**config.mk**
```make
export PLATFORM = sky130hd
export DESIGN_NAME = dac_ctrl_core
export DESIGN_NICKNAME = d
export VERILOG_FILES = /design/src/rtl/dac_ctrl_core.sv
export SDC_FILE = /design/constraint.sdc
export NUM_CORES = 1
export LEC_CHECK = 0
export ABC_AREA = 1
export BUFFER_PORTS_ARGS = -buffer_cell sky130_fd_sc_hd__buf_4
export CAP_MARGIN = 10
export CORE_ASPECT_RATIO = 1.2
export CORE_MARGIN = 2
export CORE_UTILIZATION = 61
export CTS_BUF_LIST = sky130_fd_sc_hd__clkbuf_2 sky130_fd_sc_hd__clkbuf_4 sky130_fd_sc_hd__clkbuf_8
export DETAILED_ROUTE_END_ITERATION = 16
export PLACE_DENSITY = 0.82
export SYNTH_ARGS = -nofsm -noshare
export SYNTH_HDL_FRONTEND = slang
export SYNTH_SLANG_ARGS = --single-unit
```
**constraint.sdc**
```tcl
create_clock -name clk -period 2.5 [get_ports clk]
set_input_delay 0.5 -clock clk [delete_from_list [all_inputs] [get_ports clk]]
set_output_delay 0.5 -clock clk [all_outputs]
set_load 0.1 [all_outputs]
```
**src/rtl/dac_ctrl_core.sv**
```systemverilog
module dac_ctrl_core #(
  parameter int NCH = 8,
  parameter int DW  = 16
) (
  input  logic                clk,
  input  logic                rst_n,
  input  logic [31:0]         cmd_word,
  input  logic                cmd_valid,
  input  logic                write_busy,
  input  logic                xfer_n,
  input  logic                preset_n,
  output logic [NCH*DW-1:0]   code_out,
  output logic [2*NCH-1:0]    pd_mode,
  output logic                ref_on
);
  localparam logic [3:0] OP_WR_IN  = 4'b0000;
  localparam logic [3:0] OP_UPD    = 4'b0001;
  localparam logic [3:0] OP_WR_UPD = 4'b0011;
  localparam logic [3:0] OP_PD     = 4'b0100;
  localparam logic [3:0] OP_CCODE  = 4'b0101;
  localparam logic [3:0] OP_REF    = 4'b1000;
  localparam logic [3:0] ADDR_ALL  = 4'b1111;

  logic [3:0]    op, addr;
  logic [DW-1:0] wdata;
  logic [1:0]    pdm;
  logic [NCH-1:0] mask;

  assign op    = cmd_word[27:24];
  assign addr  = cmd_word[23:20];
  assign wdata = cmd_word[4 +: DW];
  assign pdm   = cmd_word[9:8];
  assign mask  = cmd_word[NCH-1:0];

  logic [NCH-1:0][DW-1:0] inp_q, dac_q;
  logic [NCH-1:0][1:0]    pd_q;
  logic [NCH-1:0]         down;
  logic [1:0]             ccode_q;
  logic                   ref_q;
  logic                   s1, s2, s3, abort_q;
  logic                   fall, accept, clr_do;
  logic [DW-1:0]          clr_val;

  always_ff @(posedge clk or negedge rst_n)
    if (!rst_n) {s1, s2, s3} <= 3'b111;
    else        {s1, s2, s3} <= {preset_n, s1, s2};

  assign fall   = s3 & ~s2;
  assign accept = cmd_valid & ~abort_q & ~fall;

  always_ff @(posedge clk or negedge rst_n)
    if (!rst_n)                               abort_q <= 1'b0;
    else if (fall && write_busy && !cmd_valid) abort_q <= 1'b1;
    else if (cmd_valid || !write_busy)         abort_q <= 1'b0;

  always_comb begin
    case (ccode_q)
      2'b01:   clr_val = {1'b1, {(DW-1){1'b0}}};
      2'b10:   clr_val = {DW{1'b1}};
      default: clr_val = '0;
    endcase
  end
  assign clr_do = fall && (ccode_q != 2'b11);

  always_ff @(posedge clk or negedge rst_n)
    if (!rst_n) begin
      ccode_q <= 2'b00;
      ref_q   <= 1'b0;
    end else if (accept) begin
      if (op == OP_CCODE) ccode_q <= cmd_word[1:0];
      if (op == OP_REF)   ref_q   <= cmd_word[0];
    end

  for (genvar i = 0; i < NCH; i++) begin : g_ch
    logic          hit;
    logic [DW-1:0] inp_n, dac_n;

    assign hit = accept && (addr == 4'(i) || addr == ADDR_ALL);

    always_comb begin
      inp_n = inp_q[i];
      if (clr_do)                                      inp_n = clr_val;
      else if (hit && (op == OP_WR_IN || op == OP_WR_UPD)) inp_n = wdata;
    end

    always_comb begin
      dac_n = dac_q[i];
      if (clr_do)                      dac_n = clr_val;
      else if (!xfer_n)                dac_n = inp_n;
      else if (hit && op == OP_WR_UPD) dac_n = wdata;
      else if (hit && op == OP_UPD)    dac_n = inp_q[i];
    end

    always_ff @(posedge clk or negedge rst_n)
      if (!rst_n) begin
        inp_q[i] <= '0;
        dac_q[i] <= '0;
        pd_q[i]  <= 2'b00;
      end else begin
        inp_q[i] <= inp_n;
        dac_q[i] <= dac_n;
        if (accept && op == OP_PD && mask[i]) pd_q[i] <= pdm;
      end

    assign down[i]                = (pd_q[i] != 2'b00);
    assign code_out[i*DW +: DW]   = down[i] ? '0 : dac_q[i];
    assign pd_mode[2*i +: 2]      = pd_q[i];

    assert_pd_mode_R4: assert property (@(posedge clk) disable iff (!rst_n)
      (accept && op == OP_PD && mask[i]) |=> (pd_q[i] == $past(pdm)));

    assert_full_preset_R9: assert property (@(posedge clk) disable iff (!rst_n)
      (fall && ccode_q == 2'b10) |=> (&dac_q[i] && &inp_q[i]));
  end

  assign ref_on = ref_q & ~(&down);

  assert_pd_keeps_dac_R5: assert property (@(posedge clk) disable iff (!rst_n)
    (accept && op == OP_PD && xfer_n) |=> $stable(dac_q));

  assert_ref_cmd_R6: assert property (@(posedge clk) disable iff (!rst_n)
    (accept && op == OP_REF) |=> (ref_q == $past(cmd_word[0])));

  assert_ref_gate_R7: assert property (@(posedge clk) disable iff (!rst_n)
    (accept && op == OP_PD && pdm != 2'b00 && &mask) |=> !ref_on);

  assert_abort_drop_R10: assert property (@(posedge clk) disable iff (!rst_n)
    (cmd_valid && abort_q && !fall) |=> $stable(inp_q));
endmodule

```
==> results by stage, run 1 <==
STA:
- The total setup violations reported at the end of the flow is 0.
- After layout, the worst setup slack is a little under 0.06 ns.
- Setup repair after global routing left no endpoint under its margin.
- For the final routed database, the setup TNS stands at 0 ns.
- The maximum clock frequency is 0.4097 GHz.
- For the finished layout, the period the worst path requires is around 2.4 ns.
- In this run the tightest slew margin relative to its limit is between 50 and 60%.
- The final hold violation count is 0.
- The actual transition at the worst max-transition pin is between 0.7 and 0.8 ns.
- For the final database, setup skew stands at 0.01189 ns.
- The number of slew-limit violations in the final report is 0.
- Of the available clock period, the critical path in the final layout requires between 90% and 100%.
- Hold timing on the final database bottoms out at a slack of between 0.05 and 0.06 ns.

Drt:
- In the routed layout, each cell is associated on average with a via count of about 5.8.
- The first detailed-routing pass took 8 iterations.
- Summed over all layers, the routed wires come to between 50 and 60 mm.
- Once detail routing completed, the nets flagged for antenna violations numbered 0.
- The routed layout has 17220 vias.
- The number of remaining DRC errors is 0.
- The starting DRC count in detailed routing is between 2000 and 2500.
- The average detailed-routed wire length per instance is approximately 18 um.

Die:
- The die height is around 190 um.
- Row generation in the floorplan step produced 66 rows.
- The floorplan step defined a die boundary enclosing 28700 um2.
- The initial cell density of the core is between 60% and 70%.
- The die is about 150 um wide.
- The top-level port count is 183.
- The core outline area is around 27000 um2.

Synthesis:
- The number of synthesis warnings is 0.
- Sequential elements use approximately two fifths of the synthesized area.
- The average instance in the mapped netlist occupies between 6 and 7 um2.
- In this run, synthesis produced a sequential element count of about 280.
- The cell count after synthesis came out at about 2400.
- The synthesized netlist devotes 0% of its cell area to XOR and XNOR gates.
- The area of the mapped netlist is between 15000 and 20000 um2.
- Ranked by total cell area, the synthesized netlist is headed by sky130_fd_sc_hd__dfrtp_1 (41%), sky130_fd_sc_hd__nand2_1 (16%), sky130_fd_sc_hd__a21oi_1 (7.7%).
- The dominant combinational cell family by area after synthesis is simple AND/OR/NAND/NOR gates.
- The proportion of synthesized area in mux cells is 0%.
- After Yosys synthesis, and, or, nand and nor cells account for around 34% of the synthesized area.
- The number of nets produced by synthesis is between 2000 and 2500.
- The share of synthesized area in the top cell type comes to around two fifths.
- The adder and majority gate portion of the synthesized area is 0.1500%.
- The synthesized netlist devotes 12.19% of its cell area to compound gates.
- The synthesized netlist contains 30 unique library cells.
- Summed over all instances, the cell type with the most area after synthesis is sky130_fd_sc_hd__dfrtp_1.

Global routing:
- The global-route wire length before repair is just over 80 mm.
- The via count of the first global-routing pass was 15990.
- Entering global routing, the biggest net connects about 130 pins.
- The overall routing resource usage is ~37%.
- The initial antenna violation count was 2.
- Global routing finished with a remaining overflow of 0.

CTS:
- The clock insertion delay at the later pin of the skew report is roughly 0.56 ns.
- TritonCTS built the clock tree.
- Clock tree synthesis found a total of ~280 sinks.
- After clock tree synthesis, the setup repair step added 0 buffers.
- The cell at the root of the clock tree is sky130_fd_sc_hd__clkbuf_8.
- The total CTS buffers is 45.
- Clock-pin slew was measured on the worst setup and hold paths at approximately 0.06 ns.
- The clock tree buffer depth is 3.
- The total number of H-tree levels is 2.

Layout:
- The layout net count is ~2600.
- The library cells used most frequently in the layout, excluding fill and tap cells, are sky130_fd_sc_hd__nand2_1 (686), sky130_fd_sc_hd__inv_1 (298), sky130_fd_sc_hd__dfrtp_1 (260), sky130_fd_sc_hd__a21oi_1 (257), sky130_fd_sc_hd__buf_4 (232).
- The antenna diode count is 0.
- The share of cells above drive strength 1 is approximately a fifth.
- The commonest non-fill, non-tap cell in the layout is sky130_fd_sc_hd__nand2_1.
- From synthesis to final layout, the design area changed by 19.48%.

Placed design:
- The half-perimeter wire length after detailed placement is between 30 and 40 mm.
- The setup slack at placement is 0.1787 ns.
- During placement, the flow inserted port buffers numbering ~180.
- The final estimated routing congestion in global placement is ~0.94.

Setup path:
- The data arrival time of the critical path is between 1.5 and 2 ns.
- The peak fanout along the critical path is 16.
- The category of the most critical setup path is register to output port.
- The element type at the critical path end is an output port.
- The worst setup path is launched from a register.
- Data on the critical path is required at its endpoint by ~2 ns.

Power and ir drop:
- The ratio of total power to cell area is between 800 and 900 nW/um2.
- The static power due to leakage is 10.70 nW.
- Across the VDD grid, the largest voltage drop is around 0.53 mV.

Run status:
- The flow ran to the end, and the final reports show no timing, DRC or antenna violations.

Run:
- The number of max-cap violations is 0.

Worst hold path:
- The classification of the worst-slack hold path is input pin to register.
[stage by stage]
step	power [mW]	utilization, %	area [um2]	instances
floorplan	10.65	-	17310	2449
global placement	11.99	70.18	18950	2874
detailed placement	12.18	70.18	18950	2874
CTS	16.32	73.70	19900	2955
global route	17.22	73.82	19930	2957
finish	16.36	73.82	19930	2957
[cells in the mapped netlist, drive strengths merged]
| cell type | instances |
|---|---|
| dfrtp | 276 |
| clkinv | 4 |
| dfstp | 3 |
| o21ai | 148 |
| inv | 314 |
| o21a | 1 |
| nor3b | 1 |
| nand3 | 165 |
| a21oi | 257 |
| buf | 110 |
| clkbuf | 53 |
| ha | 2 |
| nor2 | 293 |
| nand2 | 706 |
| nand4 | 116 |
[final cells by class]
class | count | area, um2
flip-flops and latches | 279 | 7005
inverters | 318 | 1206
repair buffers | 249 | 2066
clock inverters | 1 | 5.005
clock buffers | 79 | 930.9
fillers | 2126 | 7071
multi-input cells | 1691 | 8294
well taps | 340 | 425.4
[routing by layer]
metal / GRT usage (%) / part of all wire, %
met1: 46.96 / 36
met2: 57.55 / 45
met3: 8.353 / 11
met4: 21.30 / 6.9
met5: 0 / 0.024
[final timing paths]
path	startpoint	to	slack, ns	cells past startpoint
setup / recovery	pd_mode[6]	code_out[50]	0.06	5
hold / removal	preset_n	s1	0.05	1
setup reg to reg	s2	dac_q[56]	0.12	10
hold reg to reg	s1	s2	0.36	0
max in group asynchronous	rst_n	s1	1.26	3
min in group asynchronous	rst_n	dac_q[117]	0.49	2
[sequential cells by signal (all words and copies together), names as in the netlist, 2 cells and up]
signal	cells
ccode_q	2
dac_q	128
inp_q	128
pd_mode	16
[power by group]
group          switching [mW]  total (mW)  internal, mW
Sequential              0.396        5.85          5.46
Combinational            4.75        6.36          1.61
Clock                    1.84        4.16          2.32
[cell families after synthesis]
logic type	count (synthesis)
compound gates	406
fa+ha+maj	2
buf+inv	481
flops	279
simple gates	1281
[timing repair]
| action | 4_1_cts | 5_1_grt |
|---|---|---|
| endpoints found under the hold margin | 61 | 0 |
| gates cloned | 0 | 2 |
| hold buffers | 1 | 0 |
| setup endpoints to repair | 11 | 8 |
| resized for setup | 2 | 2 |
| pin swaps | 2 | 3 |
[worst max-delay path, cell delays in order, from the launching register on]
cell and delay, ns:
sky130_fd_sc_hd__dfrtp_2 0.40, sky130_fd_sc_hd__inv_1 0.06, sky130_fd_sc_hd__nand2_1 0.18, sky130_fd_sc_hd__buf_4 0.31
sky130_fd_sc_hd__nor2_1 0.13, sky130_fd_sc_hd__buf_4 0.30
(Power assumes the default switching activity.)
==> run 2, diff against run 1 <==
Settings changed: CORE_MARGIN 2 to default.
==> results by stage, run 2 (synthesized netlist as in run 1, its figures left out) <==
Run status:
- The flow ran to the end, and the final reports show no timing, DRC or antenna violations.

Placed design:
- Routability-driven placement finished with a final weighted congestion of slightly below 0.9.
- Buffers placed on the I/O ports in this run total ~180.
- The half-perimeter wire length after detailed placement is 32.78 mm.
- Including well taps, the total number of placed cells is roughly 2900.

Power and ir drop:
- IR analysis of the VDD net gives a maximum drop of 0.5240 mV.
- The ratio of total power to cell area is ~820 nW/um2.
- Summed over all cells, the static leakage comes to 10.77 nW.

CTS:
- After clock tree synthesis, the clock-pin slew on the worst setup and hold paths is around 0.060 ns.
- Buffers inserted during clock tree synthesis total 45.
- The clock passes through at most 3 buffers.
- The cell at the root of the clock tree is sky130_fd_sc_hd__clkbuf_8.
- Clock tree synthesis found a total of about 280 sinks.
- At the later pin of the worst-skew pair, clock insertion delay measures 0.58 ns.
- TritonCTS built the clock tree.
- The clock tree synthesis step divided the H-tree into 2 levels.

Global routing:
- The largest net degree at the start of global routing is 100.
- The global-route congestion overflow total is 0.
- The via count of the first global-routing pass was between 15000 and 20000.
- Global routing used between 30% and 40% of the available tracks across all layers.
- The initial antenna violation count is 0.
- The global-route wire length before repair is 83.23 mm.

Setup path:
- The critical path goes through inv_1 -> nand2_1 -> nand4_1 -> o21a_1 -> buf_6.
- The cell family with the largest share of critical-path delay is simple AND/OR/NAND/NOR gates.
- The largest single stage delay on the critical path is 0.35 ns.
- STA classifies the critical path startpoint as a register.
- The data arrival time of the critical path is approximately 2.0 ns.
- The critical path is of the register to output port type.
- The worst setup path is captured at an output port.
- For the worst setup path, the data required time is approximately 2.0 ns.
- The cell at the slowest stage of the critical path is sky130_fd_sc_hd__dfrtp_2.
- The peak fanout along the critical path is 2.
- The critical path contains buffers and inverters numbering 2 combined.

Die:
- The die covers roughly 28000 um2.
- The top-level port count is between 150 and 200.
- The row count is 65.
- The initial cell density of the core is 62.73%.
- The horizontal die dimension is approximately 150 um.
- Measured along the y axis, the die boundary spans ~180 um.
- The total area inside the core boundary comes to 26590 um2.

STA:
- Setup repair after global routing left no endpoint under its margin.
- The total setup violations reported at the end of the flow is 0.
- Of the available clock period, the critical path in the final layout requires 98.06%.
- The number of slew-limit violations in the final report was 0.
- The actual transition at the worst max-transition pin is ~0.77 ns.
- The clock period minus worst slack is ~2.5 ns.
- The final clock skew is ~0.020 ns.
- The final hold violation count came to 0.
- Based on the critical path, the design can be clocked at up to about 0.4 GHz.
- In this run the tightest slew margin relative to its limit is between 40% and 50%.

Layout:
- The layout net count is between 2000 and 3000.
- The layout overhead on the synthesized area is 20.10%.
- The antenna diode count is 0.
- Cells with a size suffix above 1 make up between 10% and 20% of the layout.
- The count of cells in the finished layout, fillers not included, comes to roughly 3000.
- For this run, the share of the core covered by cells in the final layout is between 70% and 80%.
- In the layout the commonest cells are sky130_fd_sc_hd__nand2_1 (688), sky130_fd_sc_hd__inv_1 (298), sky130_fd_sc_hd__dfrtp_1 (260), sky130_fd_sc_hd__a21oi_1 (257), sky130_fd_sc_hd__buf_4 (243).
- The commonest non-fill, non-tap cell in the layout is sky130_fd_sc_hd__nand2_1.

Drt:
- The first TritonRoute pass finished after 6 iterations.
- The overall via count from detail_route is ~17000.
- The average via count per standard cell is about 5.8.
- Summed over all layers, the routed wires come to 52.48 mm.
- The starting DRC count in detailed routing is between 2000 and 2500.
- After detailed routing, the number of remaining DRC violations is 0.
- Once detail routing completed, the nets flagged for antenna violations numbered 0.
- After detailed routing, the average wire length per cell comes to around 18 um.

Run:
- The tool flagged a number of max-cap violations equal to 0.

Worst hold path:
- The classification of the worst-slack hold path is input pin to register.
## run 2: cell count changes in the layout (fill, tap and decap cells not counted), moves of 2 or more
| cell | change |
|---|---|
| sky130_fd_sc_hd__clkinv_2 | +6 |
| sky130_fd_sc_hd__buf_6 | +2 |
| sky130_fd_sc_hd__buf_4 | +11 |
| sky130_fd_sc_hd__clkbuf_4 | -7 |
| sky130_fd_sc_hd__nand2_2 | -2 |
| sky130_fd_sc_hd__clkbuf_8 | +2 |
| sky130_fd_sc_hd__nand2_1 | +2 |
## run 2: where the power goes
part	internal (mW)	leakage, nW	total [mW]	switching, mW
Combinational	1.62	6.72	6.36	4.74
Sequential	5.46	3.53	5.84	0.388
Clock	2.39	0.527	4.26	1.86
Total	9.47	10.8	16.5	6.99
## run 2: final timing paths
kind	from	to	slack, ns	depth (start not counted)
hold reg to reg	s2	s3	0.37	0
hold / removal	preset_n	s1	0.04	1
max in group asynchronous	rst_n	s2	1.34	3
min in group asynchronous	rst_n	dac_q[116]	0.38	2
setup / recovery	pd_mode[14]	ref_on	0.05	5
setup reg to reg	s2	dac_q[79]	0.21	11
## run 2: metal layers
metal / wire length [um] / vias to the layer above / global-route usage (%)
li1: - / 8065 / -
met1: 19100 / 7940 / 47.88
met2: 23790 / 995 / 59.14
met3: 5808 / 249 / 6.994
met4: 3790 / 0 / 24.81
met5: 0 / - / 0
## run 2: metrics by stage
stage | setup slack (ns) | setup TNS, ns | cell area, um2 | hold WS [ns] | total power, mW
floorplan | -0.1717 | -6.793 | 17310 | 0.2044 | 10.65
global placement | 0.2487 | 0 | 19020 | 0.3601 | 11.97
detailed placement | 0.1854 | 0 | 19020 | 0.3611 | 12.16
CTS | 0.02399 | 0 | 20020 | 0.03139 | 16.42
global route | 0.0006937 | 0 | 20040 | 0.03705 | 17.30
finish | 0.04854 | 0 | 20040 | 0.04255 | 16.46
## run 2: repair_timing
action                                 CTS  global route
cloned                                   0             1
gates resized for setup                  3             1
endpoints found under the hold margin   28             0
setup endpoints to repair                1             3
hold buffers                             1             0
buffers inserted                         0             0
pin swaps                                2             1
## run 2: cell type report
| class | instances | area, um2 |
|---|---|---|
| fillers | 2071 | 6558 |
| clock inverters | 9 | 72.57 |
| repair buffers | 261 | 2143 |
| multi-input cells | 1690 | 8284 |
| flip-flops and latches | 279 | 7005 |
| well taps | 335 | 419.2 |
| inverters | 318 | 1206 |
| clock buffers | 74 | 905.9 |
==> run 3, diff against run 2 <==
--- a/config.mk
+++ b/config.mk
@@ -14,3 +14,3 @@
 export DETAILED_ROUTE_END_ITERATION = 16
-export PLACE_DENSITY = 0.82
+export PLACE_DENSITY = 0.83
 export SYNTH_ARGS = -nofsm -noshare
--- a/constraint.sdc
+++ b/constraint.sdc
@@ -3,2 +3,2 @@
 set_output_delay 0.5 -clock clk [all_outputs]
-set_load 0.1 [all_outputs]
+set_load 0.05 [all_outputs]
==> results by stage, run 3 (synthesized netlist as in run 1, its figures left out) <==
CTS:
- The total CTS buffers is 44.
- No sink is reached through more buffers than the 3 on the longest clock path.
- The clock net sink count is approximately 280.
- The post-CTS setup buffer count is 0.
- For the worst-skew pair, the clock arrives at the later sink with an insertion delay of between 0.5 and 0.6 ns.
- The clock tree from TritonCTS is done.
- The cell at the root of the clock tree is sky130_fd_sc_hd__clkbuf_8.
- The clock slew seen by the registers of the worst setup and hold paths is about 0.07 ns.
- CTS built an H-tree with a depth of 2.

STA:
- The number of slew-limit violations in the final report is 0.
- Static timing analysis puts the maximum clock frequency at between 0.4 and 0.5 GHz.
- In the final timing run, aggregate negative setup slack is 0 ns.
- Setup violations remaining at the end of the flow were counted as 0.
- Across the routed clock network, the largest skew measured is between 0.015 and 0.02 ns.
- At the pin with the least slew margin, the transition time is between 0.7 and 0.8 ns.
- The worst slew margin relative to its limit is slightly above 50%.
- Across all setup checks in the final design, the least slack found is between 0.1 and 0.15 ns.
- The final critical path takes up 94.84% of the cycle.
- The smallest clock period supported by the final layout is computed as roughly 2.4 ns.
- The final hold violation count was 0.
- Setup repair after global routing left no endpoint under its margin.

Run status:
- The flow ran to the end, and the final reports show no timing, DRC or antenna violations.

Setup path:
- The startpoint identified for the worst register-to-register timing path is s2.
- At the worst endpoint, the required time is between 2 and 3 ns.
- The library cell appearing most often on the critical path is sky130_fd_sc_hd__nand2_1.
- The data arrival time of the critical path is roughly 2.9 ns.
- The largest incremental delay on the critical path is roughly 0.54 ns.
- Walking the worst path, the cells encountered are inv_1 -> nand2_1 -> inv_2 -> nor2_8 -> buf_16 -> nand3_4 -> a21oi_1 -> o21ai_1 -> nand2_1 -> nand2_1 -> a21oi_1.
- The element type at the critical path end is a register.
- The sort of element at the start of the critical path is a register.
- The largest individual stage delay along the critical path comes from the cell sky130_fd_sc_hd__dfstp_2.
- Of all nets on the critical path, the largest fanout is 56.
- The critical path starts at s2.
- The critical path contains buffers and inverters numbering 3 combined.
- The category of the most critical setup path is register to register.
- Among cell families on the critical path, the largest total delay comes from simple AND/OR/NAND/NOR gates.

Layout:
- Leaving out fill and tap cells, the most frequent cell in the layout is sky130_fd_sc_hd__nand2_1.
- In the final layout, the share of cells above drive strength 1 is 14.81%.
- The final layout contains about 2600 nets.
- Fill cells in the final layout number between 2000 and 2500.
- The multi-input combinational cells in the finished layout cover a total of 7697 um2.
- From synthesis to final layout, the design area changed by 15.49%.
- Summing all flip-flop and latch instances after layout gives 6985 um2.
- In the layout the commonest cells are sky130_fd_sc_hd__nand2_1 (688), sky130_fd_sc_hd__inv_1 (298), sky130_fd_sc_hd__nor2_1 (280), sky130_fd_sc_hd__dfrtp_1 (276), sky130_fd_sc_hd__a21oi_1 (256).

Drt:
- Using the TritonRoute via totals, the vias-per-cell ratio works out to 5.835.
- The pre-antenna-repair detailed-routing pass consisted of 7 iterations.
- The number of remaining DRC errors is 0.
- The average detailed-routed wire length per instance is roughly 18 um.
- The final antenna-violating net count is 0.
- The sum of routed wire length over all layers is 52.23 mm.
- For this block, the initial DRC count from the detailed router was 2046.
- The overall via count from detail_route is between 15000 and 20000.

Worst hold path:
- The worst hold path begins at preset_n.
- The path class of the tightest hold or removal check is input pin to register.

Global routing:
- The via count of the first global-routing pass is 15840.
- The initial antenna violation count is 0.
- The largest net degree at the start of global routing is 157.
- The global-route congestion overflow total is 0.
- The global-route wire length before repair is a little over 80 mm.
- The overall routing resource usage is 37.11%.

Die:
- The core outline area is 26590 um2.
- For this configuration, the core starts out at a cell density of between 60% and 70%.
- The floorplan has between 60 and 70 rows.
- In this run the horizontal extent of the chip is 153.0 um.
- The die height is between 150 and 200 um.
- The top-level port count is approximately 180.
- The area of the die is around 28000 um2.

Placed design:
- The count of input and output buffers is roughly 180.
- The half-perimeter wire length after detailed placement is approximately 32 mm.
- The congestion estimate from routability-driven global placement came to approximately 0.89.
- The setup slack at placement is between 0.15 and 0.2 ns.

Power and ir drop:
- The analysis attributes to cell leakage a power of between 10 and 15 nW.
- The ratio of total power to cell area is around 780 nW/um2.
- The maximum ir drop on the vdd rail is between 0.4 and 0.5 mV.

Run:
- Max-cap violations in this run came to 0.
run 3: layout make-up:
| cell class | count | share of cell area, % |
|---|---|---|
| Clock inverter | 5 | 0.2598 |
| Multi-Input combinational cell | 1691 | 39.95 |
| Timing Repair Buffer | 245 | 10.55 |
| Antenna cell | 1 | 0.01299 |
| Inverter | 318 | 6.260 |
| Tap cell | 335 | 2.175 |
| Sequential cell | 279 | 36.26 |
| Clock buffer | 69 | 4.539 |
run 3: final timing paths:
path | cells past startpoint | endpoint | slack (ns)
worst max-delay path | 11 | dac_q[74] | 0.13
worst min-delay path | 1 | s1 | 0.04
worst max register to register | 11 | dac_q[74] | 0.13
worst min register to register | 0 | s3 | 0.38
max in group asynchronous | 3 | inp_q[77] | 1.17
min in group asynchronous | 2 | dac_q[41] | 0.52
run 3: repair_timing:
action | in CTS | in global routing
gates resized for setup | 0 | 2
hold buffers | 1 | 0
endpoints found under the setup margin | 0 | 6
endpoints found under the hold margin | 65 | 0
run 3: power by group:
group          switching [mW]  internal, mW
combinational            3.53          1.54
clock                    1.84          2.31
sequential              0.384          5.44
run 3: per-stage QoR:
| stage | util (%) | instances | power [mW] | hold WS, ns | area [um2] |
|---|---|---|---|---|---|
| floorplan | - | 2449 | 9.372 | 0.2044 | 16680 |
| global placement | 68.81 | 2865 | 10.68 | 0.3568 | 18300 |
| detailed placement | 68.81 | 2865 | 10.87 | 0.3646 | 18300 |
| CTS | 72.32 | 2940 | 15.00 | 0.03468 | 19230 |
| global route | 72.44 | 2942 | 15.90 | 0.02695 | 19260 |
| finish | 72.45 | 2943 | 15.05 | 0.04225 | 19270 |
run 3: metal layers:
layer  share of wire (%)  GRT usage [%]  wire, um
met5                   0              0         0
met4                 7.0          23.52      3655
met3                  11          7.491      5518
met2                  46          59.28     23900
met1                  37          46.38     19160
